==> src/rtl/recency_pkg.sv <==
package recency_pkg;

   typedef enum logic [1:0] {
      INS_MRU     = 2'd0,
      INS_BIMODAL = 2'd1,
      INS_LRU     = 2'd2,
      INS_MRU_ALT = 2'd3
   } ins_mode_e;

   localparam int unsigned DEF_WAYS       = 8;
   localparam int unsigned DEF_LFSR_W     = 16;
   localparam logic [15:0] DEF_LFSR_TAPS  = 16'hB400;
   localparam logic [15:0] DEF_LFSR_SEED  = 16'hACE1;
   localparam int unsigned DEF_THROTTLE_W = 5;

   function automatic logic is_mru_mode(input logic [1:0] m);
      return (m == INS_MRU) || (m == INS_MRU_ALT);
   endfunction

endpackage

==> src/rtl/rc_lfsr.sv <==
module rc_lfsr #(
   parameter int unsigned         W     = 16,
   parameter logic [W-1:0]        TAPS  = 16'hB400,
   parameter logic [W-1:0]        SEED  = 16'hACE1,
   parameter int unsigned         THR_W = 5
) (
   input  logic clk,
   input  logic rst_n,
   output logic rare
);

   if (W < 2) begin : g_bad_w
      $error("rc_lfsr: W must be at least 2");
   end
   if (THR_W > W) begin : g_bad_thr
      $error("rc_lfsr: THR_W must not exceed W");
   end
   if (SEED == '0) begin : g_bad_seed
      $error("rc_lfsr: SEED must be nonzero");
   end

   logic [W-1:0] state;
   logic [W-1:0] state_nxt;

   always_comb begin
      state_nxt = {1'b0, state[W-1:1]};
      if (state[0]) state_nxt = state_nxt ^ TAPS;
   end

   always_ff @(posedge clk or negedge rst_n) begin
      if (!rst_n) state <= SEED;
      else        state <= state_nxt;
   end

   if (THR_W == 0) begin : g_always
      assign rare = 1'b1;
   end else begin : g_window
      assign rare = (state[THR_W-1:0] == '0);
   end

endmodule

==> src/rtl/rc_order.sv <==
module rc_order #(
   parameter int unsigned WAYS  = 8,
   localparam int unsigned WAY_W = $clog2(WAYS)
) (
   input  logic                        clk,
   input  logic                        rst_n,
   input  logic                        move_en,
   input  logic                        use_hit,
   input  logic [WAY_W-1:0]            hit_way,
   output logic [WAYS-1:0][WAY_W-1:0]  order
);

   logic [WAYS-1:0]             match;
   logic [WAY_W-1:0]            hit_pos;
   logic [WAY_W-1:0]            pos;
   logic [WAYS-1:0][WAY_W-1:0]  order_nxt;

   for (genvar g = 0; g < WAYS; g++) begin : g_match
      assign match[g] = (order[g] == hit_way);
   end

   always_comb begin
      hit_pos = WAY_W'(WAYS - 1);
      for (int i = 0; i < WAYS; i++) begin
         if (match[i]) hit_pos = WAY_W'(i);
      end
   end

   assign pos = use_hit ? hit_pos : WAY_W'(WAYS - 1);

   for (genvar g = 0; g < WAYS; g++) begin : g_slot
      if (g == 0) begin : g_head
         assign order_nxt[g] = move_en ? order[pos] : order[g];
      end else begin : g_body
         assign order_nxt[g] = (move_en && (pos >= WAY_W'(g))) ? order[g-1] : order[g];
      end
   end

   for (genvar g = 0; g < WAYS; g++) begin : g_reg
      always_ff @(posedge clk or negedge rst_n) begin
         if (!rst_n) order[g] <= WAY_W'(g);
         else        order[g] <= order_nxt[g];
      end
   end

endmodule

==> src/rtl/rc_perm_chk.sv <==
module rc_perm_chk #(
   parameter int unsigned WAYS  = 8,
   localparam int unsigned WAY_W = $clog2(WAYS)
) (
   input  logic [WAYS-1:0][WAY_W-1:0] order,
   output logic                       ok
);

   logic [WAYS-1:0] seen;

   always_comb begin
      seen = '0;
      for (int i = 0; i < WAYS; i++) begin
         seen[order[i]] = 1'b1;
      end
   end

   assign ok = &seen;

endmodule

==> src/rtl/recency_bip_set.sv <==
module recency_bip_set #(
   parameter int unsigned  WAYS       = recency_pkg::DEF_WAYS,
   parameter int unsigned  LFSR_W     = recency_pkg::DEF_LFSR_W,
   parameter logic [15:0]  LFSR_TAPS  = recency_pkg::DEF_LFSR_TAPS,
   parameter logic [15:0]  LFSR_SEED  = recency_pkg::DEF_LFSR_SEED,
   parameter int unsigned  THROTTLE_W = recency_pkg::DEF_THROTTLE_W
) (
   input  logic                       clk,
   input  logic                       rst_n,
   input  logic                       acc_valid,
   input  logic                       acc_hit,
   input  logic [$clog2(WAYS)-1:0]    hit_way,
   input  logic [1:0]                 ins_mode,
   output logic [$clog2(WAYS)-1:0]    victim_way,
   output logic                       list_ok
);
   import recency_pkg::*;

   localparam int unsigned WAY_W = $clog2(WAYS);

   if (WAYS < 2 || (WAYS & (WAYS - 1)) != 0) begin : g_bad_ways
      $error("recency_bip_set: WAYS must be a power of two, at least 2");
   end
   if (LFSR_W != 16) begin : g_bad_lfsr
      $error("recency_bip_set: tap and seed parameters are 16 bits wide");
   end

   logic                       rare_evt;
   logic                       hit_acc;
   logic                       fill_acc;
   logic                       front_fill;
   logic                       move_en;
   logic [WAYS-1:0][WAY_W-1:0] order;

   rc_lfsr #(
      .W     (LFSR_W),
      .TAPS  (LFSR_TAPS),
      .SEED  (LFSR_SEED),
      .THR_W (THROTTLE_W)
   ) u_lfsr (
      .clk   (clk),
      .rst_n (rst_n),
      .rare  (rare_evt)
   );

   assign hit_acc  = acc_valid &  acc_hit;
   assign fill_acc = acc_valid & ~acc_hit;

   always_comb begin
      unique case (ins_mode)
         INS_BIMODAL: front_fill = fill_acc & rare_evt;
         INS_LRU:     front_fill = 1'b0;
         default:     front_fill = fill_acc & is_mru_mode(ins_mode);
      endcase
   end

   assign move_en = hit_acc | front_fill;

   rc_order #(
      .WAYS (WAYS)
   ) u_order (
      .clk     (clk),
      .rst_n   (rst_n),
      .move_en (move_en),
      .use_hit (hit_acc),
      .hit_way (hit_way),
      .order   (order)
   );

   rc_perm_chk #(
      .WAYS (WAYS)
   ) u_perm (
      .order (order),
      .ok    (list_ok)
   );

   assign victim_way = order[WAYS-1];

endmodule

==> config.mk <==
export PLATFORM = sky130hd
export DESIGN_NAME = recency_bip_set
export DESIGN_NICKNAME = d
export VERILOG_FILES = /design/src/rtl/recency_pkg.sv /design/src/rtl/rc_lfsr.sv /design/src/rtl/rc_order.sv /design/src/rtl/rc_perm_chk.sv /design/src/rtl/recency_bip_set.sv
export SDC_FILE = /design/constraint.sdc
export NUM_CORES = 1
export LEC_CHECK = 0
export CORE_MARGIN = 2
export CORE_UTILIZATION = 50
export CTS_CLUSTER_SIZE = 28
export DETAILED_ROUTE_END_ITERATION = 7
export PLACE_DENSITY = 0.77
export SYNTH_ARGS = -nofsm -noshare
export SYNTH_HDL_FRONTEND = slang
export SYNTH_HIERARCHICAL = 1
export SYNTH_SLANG_ARGS = --single-unit
==> constraint.sdc <==
create_clock -name clk -period 2.45 [get_ports clk]
set_input_delay 0.245 -clock clk [delete_from_list [all_inputs] [get_ports clk]]
set_output_delay 0.245 -clock clk [all_outputs]
set_load 0.005 [all_outputs]
Word-level counts from Yosys, hierarchy flattened

Index checks and enable logic that the tools add are counted.

Bits in latches: 0
Output and inout bits: 4
ROM bits: 0
Bits of input ports: 9
Word-level logic and storage cells: 106
Register bits: 40
RAM bits: 0
Memories kept: 0

Divide/modulo/power cells: 0
Bitwise logic cells: 14
Shift operators: 0
$lt $le $gt $ge: 24
Mux-type cells: 29
Multipliers: 0
Equality and inequality tests: 11
$add $sub $neg: 0
Reductions and logical operators: 19

Operator list:

| operator                                            | number |
|---|---|
| bitwise OR 8 bit                                    | 7 |
| < comparator 3 x 4 -> 1 bit, second input constant  | 9 |
| two-way mux 3 bit                                   | 10 |
| >= comparator 3 x 1 -> 1 bit, second input constant | 9 |
| demux 1 bit (select 3 bit)                          | 8 |
| == test 3 bit                                       | 8 |
| two-way mux 16 bit                                  | 1 |
| logical AND 1 bit                                   | 15 |
| >= comparator 3 bit, second input constant          | 4 |
| binary-select mux 3 bit (select 3 bit)              | 1 |
| two-way mux 1 bit                                   | 8 |
| AND reduction 8 bit                                 | 1 |
| >= comparator 3 x 2 -> 1 bit, second input constant | 2 |
| zero test 5 bit                                     | 1 |
| AND 1 bit                                           | 4 |
| == test 2 bit, second input constant                | 2 |
| NOT 3 -> 4 bit                                      | 1 |
| == test 2 x 1 -> 1 bit, second input constant       | 1 |
| zero test 2 bit                                     | 1 |
| case mux 1 bit (2 select lines)                     | 1 |
| logical OR 1 bit                                    | 1 |
| NOT 1 bit                                           | 1 |
| bitwise OR 1 bit                                    | 1 |

Logic depth before layout (Yosys ltp)

Depth after elaboration: 12
Depth in mapped cells: 8
Mapped depth without buffers: 7

By module

The synthesis kept the hierarchy.

Modules (own cells, without submodules):

| module          | instances | area each (um^2) | cells an instance |
|---|---|---|---|
| rc_order        | 1         | 1521.5           | 136 |
| rc_perm_chk     | 1         | 570.5            | 95 |
| rc_lfsr         | 1         | 447.9            | 21 |
| recency_bip_set | 1         | 62.6             | 8 |

Least setup slack after synthesis

OpenSTA, ideal clock, no wires.

Kind: register -> register
Start point: register u_order/order[22] in the netlist's numbering
End point: register with a tool-made name
Required time: 2307 ps
Clock period less this slack: 2227 ps
Arrival: 2085 ps
Stages on the path, launching flop included: 8
Buffers on the path: 0
Setup slack: 223 ps
Cells stage by stage: dfstp_2 > xor2_1 > o31a_1 > nand2_1 > a21oi_4 > mux2_2 > a221oi_1 > a31oi_1

RTL lines:

| element                         | line           | text |
|---|---|---|
| start, declared                 | rc_order.sv:10 | `output logic [WAYS-1:0][WAY_W-1:0] order` |
| start signal, assigned by index | rc_order.sv:41 | `if (!rst_n) order[g] <= WAY_W'(g);` |
| start signal, assigned by index | rc_order.sv:42 | `else order[g] <= order_nxt[g];` |

==> run_results.csv <==
group,metric,value,unit
worst_setup_path,cpMaxStageDelayCell,"dfstp_2",
die,core,5070,µm²
timing,hold_viol_final,0,
logic_synthesis,synth_enable_flop_cells,0,
timing,finalClockSkew,0.00295,ns
logic_synthesis,synth_async_sr_flop_share,100,%
worst_setup_path,criticalPathCategory,"flip-flop to flip-flop",
worst_setup_path,cp_max_fo,6,
finish,nets,323,
logic_synthesis,yosys-top-cells-area,"dfstp_2 20%, dfrtp_1 19%, mux2_2 8.7%",
worst_setup_path,worstPathRequired,2.63,ns
die,dieArea,5800,µm²
finish,synthToLayoutAreaGrowth,24.8,%
route,drt_iter0_drc,356,
timing,setup_viol,0,
status,outcome,"completed",
finish,fin_cells,383,
timing,timing.final.crit_share,96.9,%
die,num_io_pins,13,
logic_synthesis,yosys_register_bits,40,
placed_design,hpwl,4780,µm
timing,fmax,421,MHz
power_and_ir_drop,ir_worst_vdd,0.000546,V
global_routing,track_usage,24.7,%
logic_synthesis,synth-main-ff-cell,"dfstp_2",
logic_synthesis,ys_seq_area_share,39.4,%
logic_synthesis,synthesis.nets,271,
global_routing,grt_pass1_vias,2267,
logic_synthesis,synthCells,260,
route,wire_per_inst,18.0,µm
clock_network,clk_latency,0.30,ns
power_and_ir_drop,pwr_density_cell,1430,nW/µm²
clock_network,cts_hold_buf,0,
global_routing,grt_first_pass_wirelength,11300,µm
logic_synthesis,avgSynthCellArea,10.0,µm²
placed_design,gp_congestion,0.941,
flow_run,drv_cap,0,
die,num_rows,26,
clock_network,clkSinkCount,40,
global_routing,grt_max_degree,41,
power_and_ir_drop,p_leak,1.33,nW
route,num_vias,2390,
route,routed_wl,6890,µm
worst_setup_path,slowest_delay,0.61,ns
logic_synthesis,synth.largest_area_cell,"dfstp_2",
timing,drv_slew,0,
placed_design,dp_cells,370,
die,die_h,76.1,µm
timing,hold_slack,0.0481,ns
global_routing,antenna_found_initial,0,
worst_setup_path,startpoint_type,"flip-flop",
die,die_x,76.1,µm
logic_synthesis,yosysWarnings,6,
timing,max_slew_margin,42.9,%
route,detail-route-antenna-nets,0,
finish,num_antenna_cells,0,
global_routing,grt-ovfl-total,0,
finish,drive_gt1_share,36.4,%
clock_network,h-tree-depth,2,
route,drc,0,
hold_path,min_path_type,"primary input to async pin",
logic_synthesis,synth_top_area_share,20.2,%
worst_setup_path,crit_chain,"xor2_1, nor3_1, a211o_1, a21oi_4, mux2_4, a221oi_4, a31oi_1",
route,dr.pass1.iters,5,
placed_design,port_buffers,12,
clock_network,path_clk_slew,0.08,ns
clock_network,cts_buffer_depth,2,
logic_synthesis,synth_area,2600,µm²
die,initial_utilization,51.3,%
clock_network,cts_buffers,5,
worst_setup_path,end_kind,"flip-flop",
route,vias_per_cell,6.24,
timing,tightest_slew,0.856,ns
timing,period_minus_slack,2.37,ns
logic_synthesis,yosysUniqueCellTypes,54,
clock_network,ctsRootBufferMaster,"clkbuf_8",
clock_network,tritoncts,"done",
worst_setup_path,worst_ep_arrival_time,2.55,ns
## synthesized netlist by cell type (all sizes together), types with 2 or more instances
master / number
a21boi: 2
a21oi: 9
a221oi: 4
a31oi: 11
and3: 7
and3b: 2
buf: 4
clkbuf: 2
dfrtp: 20
dfstp: 20
ha: 2
inv: 8
mux2: 25
nand2: 19
nand2b: 4
nand3: 10
nand3b: 9
nand4: 8
nor2: 20
nor3: 9
nor3b: 7
nor4: 2
o21ai: 7
o22ai: 5
o32ai: 2
or4: 2
xnor2: 15
xor2: 12
## power breakdown
| group | switching [mW] | total (mW) | internal (mW) |
|---|---|---|---|
| logic | 1.27 | 2.63 | 1.36 |
| registers | 0.499 | 1.46 | 0.957 |
| clock network | 0.247 | 0.553 | 0.307 |
| total | 2.02 | 4.64 | 2.62 |
## critical path: cells and delay by family (launching register included)
kind	cells	cell delay (ns)
AND/OR/NAND/NOR	1	0.09
flip-flops	1	0.61
multiplexers	1	0.34
AO/OA/AOI/OAI	4	0.99
XOR/XNOR	1	0.22
## layout make-up
class                           instances  area, µm²
Clock buffer                            5       68.8
Clock inverter                          3       46.3
Fill cell                             427       1830
Inverter                                8       30.0
Multi-Input combinational cell        206       1570
Sequential cell                        40       1030
Tap cell                               70       87.6
Timing Repair Buffer                   51        417
## timing repair
| item | CTS | global route |
|---|---|---|
| resized for setup | 7 | 9 |
| buffers inserted | 0 | 5 |
| endpoints found under the setup margin | 3 | 5 |
| pin swaps | 1 | 3 |
| cloned | 0 | 0 |
## metrics by stage
stage	instance area (µm²)	TNS [ns]	util, %	power, mW	worst slack, ns
after detailed placement	3030	-4.82	59.6	3.81	-0.434
after floorplan	2600	0	-	2.90	0.223
after global placement	3030	-3.27	59.6	3.77	-0.312
final	3250	0	64.0	4.64	0.0764
after CTS	3150	-0.0650	62.1	4.40	-0.0650
after global routing	3250	-0.0374	64.0	4.92	-0.0374
## final timing paths
path	start	end	slack, ns	cells after the start
setup / recovery	u_order/order[10]	flip-flop	0.08	7
hold / removal	rst_n	async pin	0.05	1
min in group clk	u_lfsr/state[9]	u_lfsr/state[8]	0.36	0
hold reg to reg	u_lfsr/state[9]	u_lfsr/state[8]	0.36	0
max in group asynchronous	rst_n	u_order/order[16]	1.81	1
setup reg to reg	u_order/order[10]	flip-flop	0.08	7
## state kept, by name, summed over array words and instances, names as in the netlist, named ones only
signal,count
u_order/order,21
u_lfsr/state,16
## logic make-up after synthesis
| logic type | Yosys count | synth area share, % |
|---|---|---|
| AND/OR/NAND/NOR | 102 | 22.4 |
| multiplexers | 25 | 11.2 |
| XOR/XNOR | 27 | 9.09 |
| buffers and inverters | 14 | 2.98 |
| flip-flops | 40 | 39.4 |
| adder cells (fa/ha/maj) | 2 | 0.961 |
| AO/OA/AOI/OAI | 50 | 13.9 |
## layer usage
metal / up-vias / wire length [µm] / global-route usage, %
li1: 1065 / - / -
met1: 1159 / 2910 / 32.8
met2: 137 / 3260 / 38.7
met3: 29 / 500 / 5.45
met4: 0 / 224 / 11.6
met5: - / 0 / 0
## cell usage in the layout, fill, tap and decap left out, types with 3 or more instances in the layout
master | netlist | final
inv_1 | 7 | 7
o22ai_1 | 5 | 5
a31oi_1 | 11 | 11
clkdlybuf4s50_1 | 0 | 8
dfstp_2 | 20 | 20
nand3_1 | 10 | 9
and3_1 | 4 | 4
nor3b_1 | 7 | 7
nand4_1 | 8 | 8
o21ai_0 | 4 | 4
clkbuf_8 | 0 | 5
dfrtp_2 | 0 | 3
xor2_1 | 12 | 12
dfrtp_1 | 20 | 17
nand2b_1 | 4 | 4
mux2_4 | 3 | 4
nor3_1 | 8 | 8
dlygate4sd2_1 | 0 | 3
nand2_1 | 19 | 19
mux2_2 | 20 | 19
a21oi_1 | 8 | 8
xnor2_1 | 15 | 14
nor2_1 | 19 | 19
nand3b_1 | 9 | 9
buf_4 | 0 | 38
Note: power is estimated with default switching activity, not from simulation.
